File: src/rtl/tape_pkg.sv
package tape_pkg;
    typedef enum logic [1:0] {
        ST_IDLE   = 2'd0,
        ST_ALPHA  = 2'd1,
        ST_BINARY = 2'd2
    } rdr_state_t;

    typedef enum logic [1:0] {
        OP_NONE   = 2'd0,
        OP_ALPHA  = 2'd1,
        OP_BINARY = 2'd2,
        OP_RDBUF  = 2'd3
    } rdr_op_t;
endpackage

File: src/rtl/tape_cmd_decode.sv
module tape_cmd_decode
    import tape_pkg::*;
(
    input  logic       cmd_valid,
    input  logic [1:0] cmd_op,
    input  logic       running,
    output logic       start_alpha,
    output logic       start_bin,
    output logic       stop,
    output logic       rdbuf
);
    rdr_op_t op;

    always_comb begin
        op          = rdr_op_t'(cmd_op);
        start_alpha = 1'b0;
        start_bin   = 1'b0;
        stop        = 1'b0;
        rdbuf       = 1'b0;
        if (cmd_valid) begin
            unique case (op)
                OP_ALPHA:  begin
                    start_alpha = !running;
                    stop        = running;
                end
                OP_BINARY: start_bin = 1'b1;
                OP_RDBUF:  rdbuf     = 1'b1;
                default:   ;
            endcase
        end
    end
endmodule

File: src/rtl/tape_shift_asm.sv
module tape_shift_asm #(
    parameter int FRAME_W = 8,
    parameter int GROUP_W = 6,
    parameter int GROUPS  = 3,
    localparam int WORD_W = GROUP_W * GROUPS,
    localparam int POS_W  = $clog2(WORD_W + 1)
) (
    input  logic               clk,
    input  logic               rst_n,
    input  logic               clear,
    input  logic               load_alpha,
    input  logic               load_bin,
    input  logic [FRAME_W-1:0] frame,
    output logic [WORD_W-1:0]  word_q,
    output logic [WORD_W-1:0]  word_d,
    output logic               last_group
);
    logic [POS_W-1:0] pos_q, pos_d;

    always_comb begin
        pos_d  = pos_q;
        word_d = word_q;
        if (clear) begin
            pos_d  = POS_W'(WORD_W);
            word_d = '0;
        end else if (load_alpha) begin
            pos_d  = '0;
            word_d = WORD_W'(frame);
        end else if (load_bin) begin
            pos_d  = pos_q - POS_W'(GROUP_W);
            word_d = word_q | (WORD_W'(frame[GROUP_W-1:0]) << pos_d);
        end
    end

    always_ff @(posedge clk or negedge rst_n) begin
        if (!rst_n) begin
            pos_q  <= '0;
            word_q <= '0;
        end else begin
            pos_q  <= pos_d;
            word_q <= word_d;
        end
    end

    assign last_group = (pos_q == POS_W'(GROUP_W));

    AST_POS_ALIGNED: assert property (@(posedge clk) disable iff (!rst_n)
        (pos_q <= POS_W'(WORD_W)) && ((pos_q % POS_W'(GROUP_W)) == '0));
endmodule

File: src/rtl/tape_flag_irq.sv
module tape_flag_irq #(
    parameter int WORD_W = 18,
    parameter int LVL_W  = 4
) (
    input  logic              clk,
    input  logic              rst_n,
    input  logic              done,
    input  logic              cpls_pend,
    input  logic              rdbuf,
    input  logic [LVL_W-1:0]  level,
    input  logic [WORD_W-1:0] word_next,
    output logic              status_flag,
    output logic              irq_req,
    output logic [LVL_W-1:0]  irq_lvl,
    output logic              io_load,
    output logic [WORD_W-1:0] io_word,
    output logic              restart
);
    always_ff @(posedge clk or negedge rst_n) begin
        if (!rst_n) begin
            status_flag <= 1'b0;
            irq_req     <= 1'b0;
            irq_lvl     <= '0;
            io_load     <= 1'b0;
            io_word     <= '0;
            restart     <= 1'b0;
        end else begin
            irq_req <= 1'b0;
            io_load <= 1'b0;
            restart <= 1'b0;
            if (done && cpls_pend) begin
                io_load     <= 1'b1;
                io_word     <= word_next;
                restart     <= 1'b1;
                status_flag <= 1'b0;
            end else if (done) begin
                status_flag <= 1'b1;
                irq_req     <= 1'b1;
                irq_lvl     <= level;
            end else if (rdbuf) begin
                status_flag <= 1'b0;
            end
        end
    end

    AST_CPLS_NO_FLAG: assert property (@(posedge clk) disable iff (!rst_n)
        io_load |-> (!status_flag && !irq_req));
    AST_IRQ_FLAG_SET: assert property (@(posedge clk) disable iff (!rst_n)
        irq_req |-> status_flag);
    AST_RDBUF_CLEARS: assert property (@(posedge clk) disable iff (!rst_n)
        (rdbuf && !done) |=> !status_flag);
endmodule

File: src/rtl/tape_word_asm.sv
module tape_word_asm
    import tape_pkg::*;
#(
    parameter int FRAME_W = 8,
    parameter int GROUP_W = 6,
    parameter int GROUPS  = 3,
    parameter int LVL_W   = 4,
    localparam int WORD_W = GROUP_W * GROUPS
) (
    input  logic               clk,
    input  logic               rst_n,
    input  logic               cmd_valid,
    input  logic [1:0]         cmd_op,
    input  logic               cmd_cpls,
    input  logic               cmd_wait,
    input  logic               frm_valid,
    input  logic [FRAME_W-1:0] frm_data,
    input  logic [LVL_W-1:0]   irq_level,
    output logic               rd_valid,
    output logic [WORD_W-1:0]  rd_data,
    output logic               io_load,
    output logic [WORD_W-1:0]  io_word,
    output logic               restart,
    output logic               status_flag,
    output logic               irq_req,
    output logic [LVL_W-1:0]   irq_lvl,
    output logic               reader_run,
    output logic               wait_bit
);
    rdr_state_t state_q, state_d;
    logic start_alpha, start_bin, stop, rdbuf, ctl_cmd;
    logic load_alpha, load_bin, done, last_group, cpls_pend;
    logic [WORD_W-1:0] word_q, word_d;

    tape_cmd_decode u_dec (
        .cmd_valid   (cmd_valid),
        .cmd_op      (cmd_op),
        .running     (reader_run),
        .start_alpha (start_alpha),
        .start_bin   (start_bin),
        .stop        (stop),
        .rdbuf       (rdbuf)
    );

    assign ctl_cmd    = start_alpha || start_bin || stop;
    assign reader_run = (state_q != ST_IDLE);

    always_ff @(posedge clk or negedge rst_n) begin
        if (!rst_n) state_q <= ST_IDLE;
        else        state_q <= state_d;
    end

    always_comb begin
        state_d    = state_q;
        load_alpha = 1'b0;
        load_bin   = 1'b0;
        done       = 1'b0;
        if (start_bin)        state_d = ST_BINARY;
        else if (start_alpha) state_d = ST_ALPHA;
        else if (stop)        state_d = ST_IDLE;
        else begin
            unique case (state_q)
                ST_IDLE: ;
                ST_ALPHA: if (frm_valid) begin
                    load_alpha = 1'b1;
                    done       = 1'b1;
                    state_d    = ST_IDLE;
                end
                ST_BINARY: if (frm_valid && frm_data[FRAME_W-1]) begin
                    load_bin = 1'b1;
                    if (last_group) begin
                        done    = 1'b1;
                        state_d = ST_IDLE;
                    end
                end
                default: state_d = ST_IDLE;
            endcase
        end
    end

    always_ff @(posedge clk or negedge rst_n) begin
        if (!rst_n) begin
            cpls_pend <= 1'b0;
            wait_bit  <= 1'b0;
            rd_valid  <= 1'b0;
            rd_data   <= '0;
        end else begin
            rd_valid <= rdbuf;
            if (rdbuf) rd_data <= word_q;
            if (start_alpha || start_bin) begin
                cpls_pend <= cmd_cpls;
                wait_bit  <= cmd_wait;
            end else if (done) begin
                cpls_pend <= 1'b0;
            end
        end
    end

    tape_shift_asm #(.FRAME_W(FRAME_W), .GROUP_W(GROUP_W), .GROUPS(GROUPS)) u_shift (
        .clk        (clk),
        .rst_n      (rst_n),
        .clear      (start_alpha || start_bin),
        .load_alpha (load_alpha),
        .load_bin   (load_bin),
        .frame      (frm_data),
        .word_q     (word_q),
        .word_d     (word_d),
        .last_group (last_group)
    );

    tape_flag_irq #(.WORD_W(WORD_W), .LVL_W(LVL_W)) u_flag (
        .clk         (clk),
        .rst_n       (rst_n),
        .done        (done),
        .cpls_pend   (cpls_pend),
        .rdbuf       (rdbuf),
        .level       (irq_level),
        .word_next   (word_d),
        .status_flag (status_flag),
        .irq_req     (irq_req),
        .irq_lvl     (irq_lvl),
        .io_load     (io_load),
        .io_word     (io_word),
        .restart     (restart)
    );

    AST_IDLE_DROPS: assert property (@(posedge clk) disable iff (!rst_n)
        (state_q == ST_IDLE && !start_alpha && !start_bin) |=> $stable(word_q));
    AST_NOMARK_SKIP: assert property (@(posedge clk) disable iff (!rst_n)
        (state_q == ST_BINARY && frm_valid && !frm_data[FRAME_W-1] && !ctl_cmd)
        |=> (state_q == ST_BINARY && $stable(word_q)));
    AST_START_CLEARS: assert property (@(posedge clk) disable iff (!rst_n)
        (start_alpha || start_bin) |=> (word_q == '0));
    AST_STOP_KEEPS: assert property (@(posedge clk) disable iff (!rst_n)
        stop |=> (state_q == ST_IDLE && $stable(word_q) && $stable(status_flag)));
endmodule

File: config.mk
export PLATFORM = sky130hd
export DESIGN_NAME = tape_word_asm
export DESIGN_NICKNAME = d
export VERILOG_FILES = /design/src/rtl/tape_pkg.sv /design/src/rtl/tape_cmd_decode.sv /design/src/rtl/tape_shift_asm.sv /design/src/rtl/tape_flag_irq.sv /design/src/rtl/tape_word_asm.sv
export SDC_FILE = /design/constraint.sdc
export NUM_CORES = 1
export LEC_CHECK = 0
export ABC_AREA = 0
export BUFFER_PORTS_ARGS = -buffer_cell sky130_fd_sc_hd__buf_4
export CAP_MARGIN = 30
export CORE_ASPECT_RATIO = 1.75
export CORE_MARGIN = 8
export CORE_UTILIZATION = 49
export CTS_CLUSTER_SIZE = 28
export DETAILED_ROUTE_END_ITERATION = 7
export PLACE_DENSITY = 0.87
export SLEW_MARGIN = 40
export SYNTH_ARGS = -nofsm -noshare
export SYNTH_HDL_FRONTEND = slang
export SYNTH_SLANG_ARGS = --single-unit
File: constraint.sdc
create_clock -name clk -period 2.05 [get_ports clk]
set_clock_uncertainty 0.2 [all_clocks]
set_input_delay 0 -clock clk [delete_from_list [all_inputs] [get_ports clk]]
set_output_delay 0 -clock clk [all_outputs]
set_load 0.005 [all_outputs]
After elaboration in Yosys (flattened, before gate mapping) --
Index checks and enable logic that the tools add are counted.
Word-level totals: register bits after elaboration 71, input port bits 20, output and inout bits 47, logic and storage cells 82
Cells by class: add/sub/neg operators 1, eq/ne operators 10, shift operators 1, mux-type cells 45, bitwise logic cells 2, reduce and logical (&&, ||, !) cells 11
Operators by type and width (number):
- 18-bit 2-to-1 mux | 3
- 1-bit 2-to-1 mux | 31
- 18-bit OR | 1
- 6-bit by 5-bit left shift with 18-bit output | 1
- 5-bit 2-to-1 mux | 3
- 5-bit != test, second input constant | 3
- 2-bit 2-to-1 mux | 6
- 2-bit == test, second input constant | 3
- 2-bit one-hot mux with 3 select lines | 1
- 3-bit nonzero test | 2
- 5-bit by 3-bit == test with 1-bit output, second input constant | 1
- 5-bit by 3-bit subtractor with 5-bit output, second input constant | 1
- 2-bit by 1-bit == test with 1-bit output, second input constant | 2
- 4-bit != test, second input constant | 1
- 4-bit AND reduction | 1
- 2-bit nonzero test | 2
- 1-bit logical AND | 2
- 2-bit logical NOT | 1
- 1-bit one-hot mux with 2 select lines | 1
- 2-bit AND reduction | 1
- 1-bit logical NOT | 1
- 1-bit logical OR | 1
- 1-bit inverter | 1

Depth between registers and ports, before layout --
depth in word-level cells 10, depth in mapped cells 8, depth with buffers taken out 7

By module --
A second synthesis with hierarchy kept.
Second synthesis, totals: cell total of the unflattened synthesis 255, area total of the unflattened synthesis 3214.3 um^2
Modules (own cells, without submodules):
- tape_shift_asm | times used 1, cells an instance 127, area each 1223.7 um^2, sequential area each 550.5 um^2
- tape_word_asm | times used 1, cells an instance 69, area each 989.7 um^2, sequential area each 575.6 um^2
- tape_flag_irq | times used 1, cells an instance 55, area each 960.9 um^2, sequential area each 625.6 um^2
- tape_cmd_decode | times used 1, cells an instance 4, area each 40.0 um^2, sequential area each 0.0 um^2

Worst setup path before layout --
No wires, ideal clock.
path type reg2reg, start point register u_shift.pos_q[1], end point register u_flag.io_word[2], library setup time 125 ps, data arrival time 1754 ps, data required time 1725 ps, setup slack -29 ps, cell stages (with the launch flop) 7, path buffers 0, period minus slack after synthesis 2079 ps, cell sequence dfrtp_1 -> ha_1 -> xnor2_1 -> nor2_1 -> a31o_1 -> a2bb2oi_1 -> mux2_4
Between the ends: elaborated cells between the ends (all ways) 14, classes of those cells add/sub (1); eq/ne (1); shift (1); mux (9); bitwise (1); reduce/logical (1)
RTL lines:
- start: declaration | RTL line tape_shift_asm.sv:18 | logic [POS_W-1:0] pos_q, pos_d;
- start signal: assignment | RTL line tape_shift_asm.sv:40 | pos_q <= pos_d;
- 5-bit by 3-bit subtractor with 5-bit output | RTL line tape_shift_asm.sv:30 | pos_d = pos_q - POS_W'(GROUP_W);
- 6-bit by 5-bit left shift with 18-bit output | RTL line tape_shift_asm.sv:31 | word_d = word_q | (WORD_W'(frame[GROUP_W-1:0]) << pos_d);
- 18-bit OR | RTL line tape_shift_asm.sv:31
- 18-bit 2-to-1 mux | RTL line tape_shift_asm.sv:29 | end else if (load_bin) begin
- 18-bit 2-to-1 mux | RTL line tape_shift_asm.sv:26 | end else if (load_alpha) begin
- 18-bit 2-to-1 mux | RTL line tape_shift_asm.sv:23 | if (clear) begin
- net u_flag.word_next[2] | RTL line tape_flag_irq.sv:11 | input logic [WORD_W-1:0] word_next,
- end signal: assignment | RTL line tape_flag_irq.sv:33 | io_word <= word_next;
- end: declaration | RTL line tape_flag_irq.sv:16 | output logic [WORD_W-1:0] io_word,
The timed path passes the listed nets, and every way through them passes these cells. A chain may end at the register's enable or synchronous reset.

Worst setup path in the final report --
start point register state_q[0], end point register u_flag.io_word[3]
Between the ends: cells in the longest elaborated chain, start to end 9, elaborated cells between the ends (all ways) 25, classes of those cells eq/ne (2); mux (19); reduce/logical (4)
Ends and longest elaborated chain:
- start: declaration | RTL line tape_word_asm.sv:30 | rdr_state_t state_q, state_d;
- start signal: assignment | RTL line tape_word_asm.sv:50 | else state_q <= state_d;
- 2-bit nonzero test | RTL line tape_word_asm.sv:46 | assign reader_run = (state_q != ST_IDLE);
- 1-bit 2-to-1 mux or 1-bit logical NOT (tied branches) | RTL line tape_cmd_decode.sv:21, tape_cmd_decode.sv:23
- 1-bit 2-to-1 mux, on equally long branches | RTL line tape_cmd_decode.sv:20, tape_cmd_decode.sv:21
- 1-bit 2-to-1 mux, on equally long branches | RTL line tape_word_asm.sv:60, tape_cmd_decode.sv:20
- 1-bit 2-to-1 mux | RTL line tape_word_asm.sv:59 | else if (start_alpha) state_d = ST_ALPHA;
- 1-bit 2-to-1 mux | RTL line tape_word_asm.sv:58 | if (start_bin) state_d = ST_BINARY;
- 18-bit 2-to-1 mux | RTL line tape_shift_asm.sv:29
- 18-bit 2-to-1 mux | RTL line tape_shift_asm.sv:26
- 18-bit 2-to-1 mux (*) | RTL line tape_shift_asm.sv:23
- net u_flag.word_next[3] | RTL line tape_flag_irq.sv:11
The timed path passes the listed nets; every way through them passes the cells marked *.

==> results.cfg <==
[timing]
finalHoldViolCount = 0
relSlewSlack_pct = 67.6
post-route-min-period_ns = 2.17
rsz0062_at_grt = true
tightest_slew_ns = 0.486
whs_ns = 0.00874
finalSetupViolations = 14
fin_crit_sh_pct = 106
fin_ws_ns = -0.115
maxSlewViolCount = 0
fmax_mhz = 462

[setup_path]
cp.arrival_ns = 2.23
crit_required_ns = 2.12
crit_path_max_fanout = 5
end_kind = flip-flop
startpoint_type = flip-flop
crit_type = reg2reg

[synthesis]
ys_async_sr_fraction_pct = 100
synth_ff_type = dfrtp_1
yosysSeqAreaShare_pct = 53.8
yosys.cell_count.top_type = dfrtp_1
synth_edf_count = 0
synth_cells = 272
synth-seq-cells = 70
syn_nets = 296
netlist_top_cells_area = dfrtp_1 (54%), mux2_2 (7.6%), mux2_4 (5.1%)
netlist_top_cells_count = dfrtp_1 (70), nor2_1 (25), mux2_2 (22)
syn_area_sq_um = 3250
synth_cell_types = 49
synth_warnings = 0
yosysTopAreaCellShare_pct = 53.8
syn_area_per_cell_sq_um = 12.0
yosys.area.top_type = dfrtp_1

[route]
drt-total-wl_um = 9980
dr.pass1.iters = 4
via_per_inst = 5.73
antenna_left = 0
drc_errors = 0
first_iter_violations = 149
wire_per_inst_um = 20.4
dr_total_vias = 2801

[placed_design]
placed_area_sq_um = 4050
post-place-ws_ns = -0.0808
post-dp-hpwl_um = 6190
port_buffers = 66
routabilityCongestion = 0.930

[clocking]
path_clk_slew_ns = 0.06
cts_made_buffers = 9
clockBufferDepth = 2
clock_sinks = 70
cts_tree = yes
cts-root-buf = clkbuf_16
htree_levels = 3
clock_latency_ns = 0.33

[floorplanning]
fp.dieH_um = 124
die_w_um = 77.6
boundaryPins = 67
rows = 39
die_area_sq_um = 9610
coreArea_sq_um = 6490
start_util_pct = 50.1

[finish]
nets = 426
finalInstanceArea_sq_um = 4880
drive_gt1_share_pct = 51.8
num_antenna_cells = 0
syn2layout_area_growth_pct = 49.8
nFillCells = 403
multi_input_area_sq_um = 1620
utilization_pct = 75.1
seq_area_sq_um = 1750

[global_route]
grt_overflow_total = 0
antenna_found_initial = 0
grt_pass1_vias = 2964
grt_use_total_pct = 20.3
grt_max_degree = 69
grt_pass1_wl_um = 15000

[status]
outcome = finished, violations left
violations = negative setup slack

[power_and_ir_drop]
p_leak_nw = 2.37
powerDensity_nw_per_um2 = 994
peakVddDrop_v = 0.00103
finalPower_w = 0.00484

[min_path]
hp-class = in2reg

[flow_run]
drv_cap = 0
==> logic make-up (layout without fill, tap and decap cells) <==
family | Yosys count | after routing | synth area share (%)
and+or+nand+nor | 75 | 75 | 10.8
buffers and inverters | 20 | 155 | 3.19
AOI/OAI and AO/OA | 59 | 59 | 14.2
muxes | 39 | 39 | 14.6
adders and majority gates | 4 | 4 | 1.54
DFF | 70 | 70 | 53.8
xor gates and xnor gates | 5 | 5 | 1.81
==> registers in the layout, summed over array words and instances (netlist names) <==
| name | cells |
|---|---|
| cpls_pend | 1 |
| u_shift.pos_q | 4 |
| rd_data | 18 |
| u_flag.irq_req | 1 |
| state_q | 2 |
| u_shift.word_q | 18 |
| u_flag.io_load | 1 |
| wait_bit | 1 |
| rd_valid | 1 |
| u_flag.irq_lvl | 4 |
| u_flag.io_word | 18 |
| u_flag.status_flag | 1 |
==> cell type report <==
type / count / share of cell area, %
Clock buffer: 13 / 5.54
Clock inverter: 3 / 0.359
Inverter: 7 / 0.693
Multi-Input combinational cell: 182 / 33.2
Sequential cell: 70 / 36.0
Tap cell: 82 / 2.10
Timing Repair Buffer: 132 / 22.1
==> path summary, 6_finish.rpt <==
kind / endpoint / cells after the start / slack, ns / startpoint
worst max-delay path: u_flag.io_word[3]$_DFFE_PN0P_ / 9 / -0.12 / state_q[0]$_DFFE_PN0P_
worst min-delay path: u_shift.pos_q[3]$_DFFE_PN0P_ / 4 / 0.009 / frm_valid
worst max register to register: u_flag.io_word[3]$_DFFE_PN0P_ / 9 / -0.12 / state_q[0]$_DFFE_PN0P_
worst min register to register: u_flag.io_word[8]$_DFFE_PN0P_ / 2 / 0.29 / u_flag.io_word[8]$_DFFE_PN0P_
max in group asynchronous: wait_bit$_DFFE_PN0N_ / 3 / 1.14 / rst_n
min in group asynchronous: rd_data[3]$_DFFE_PN0P_ / 3 / 0.04 / rst_n
==> worst max-delay path, stage by stage, from the launching register on <==
cell and delay [ns]:
dfrtp_2 0.42, inv_2 0.07, buf_4 0.14, ha_4 0.15, and4b_1 0.20, a21oi_2 0.22
buf_6 0.18, o211ai_1 0.11, a2bb2oi_2 0.22, mux2_4 0.18
==> placed cells by master, fill, tap and decap left out, types with 4 or more instances in the layout <==
cell type and count:
and2_1 5, buf_4 108, clkbuf_16 9, dfrtp_1 68, dlygate4sd3_1 18, mux2_2 23
mux2_4 12, nand2_1 17, nand3_1 6, nor2_1 25, nor3_1 4, nor3_2 4
o21ai_1 14
==> metal layers <==
| layer | routed length [um] | global-route usage, % |
|---|---|---|
| met5 | 0 | 0 |
| met3 | 368 | 4.41 |
| met1 | 3570 | 20.7 |
| met4 | 337 | 12.9 |
| met2 | 5700 | 36.6 |
==> power by group <==
group          switching (W)  total (W)  internal, W
logic               0.000811    0.00169     0.000875
clock network       0.000560    0.00147     0.000913
registers           0.000132    0.00169      0.00155
total                0.00150    0.00484      0.00334
==> per-stage QoR <==
step           setup TNS [ns]  instances
6_report               -0.671        489
5_1_grt                 -1.56        489
4_1_cts               -0.0898        484
3_5_place_dp           -0.660        439
3_3_place_gp          -0.0272        439
2_1_floorplan               0        272
==> repair_timing <==
item,in CTS,in global routing
setup endpoints to repair,22,33
gates resized for setup,27,28
gates cloned,1,0
hold buffers,18,0
buffers inserted,10,5
hold endpoints to repair,91,0
pin swaps,7,8
Power figures use the tool's default switching activity.
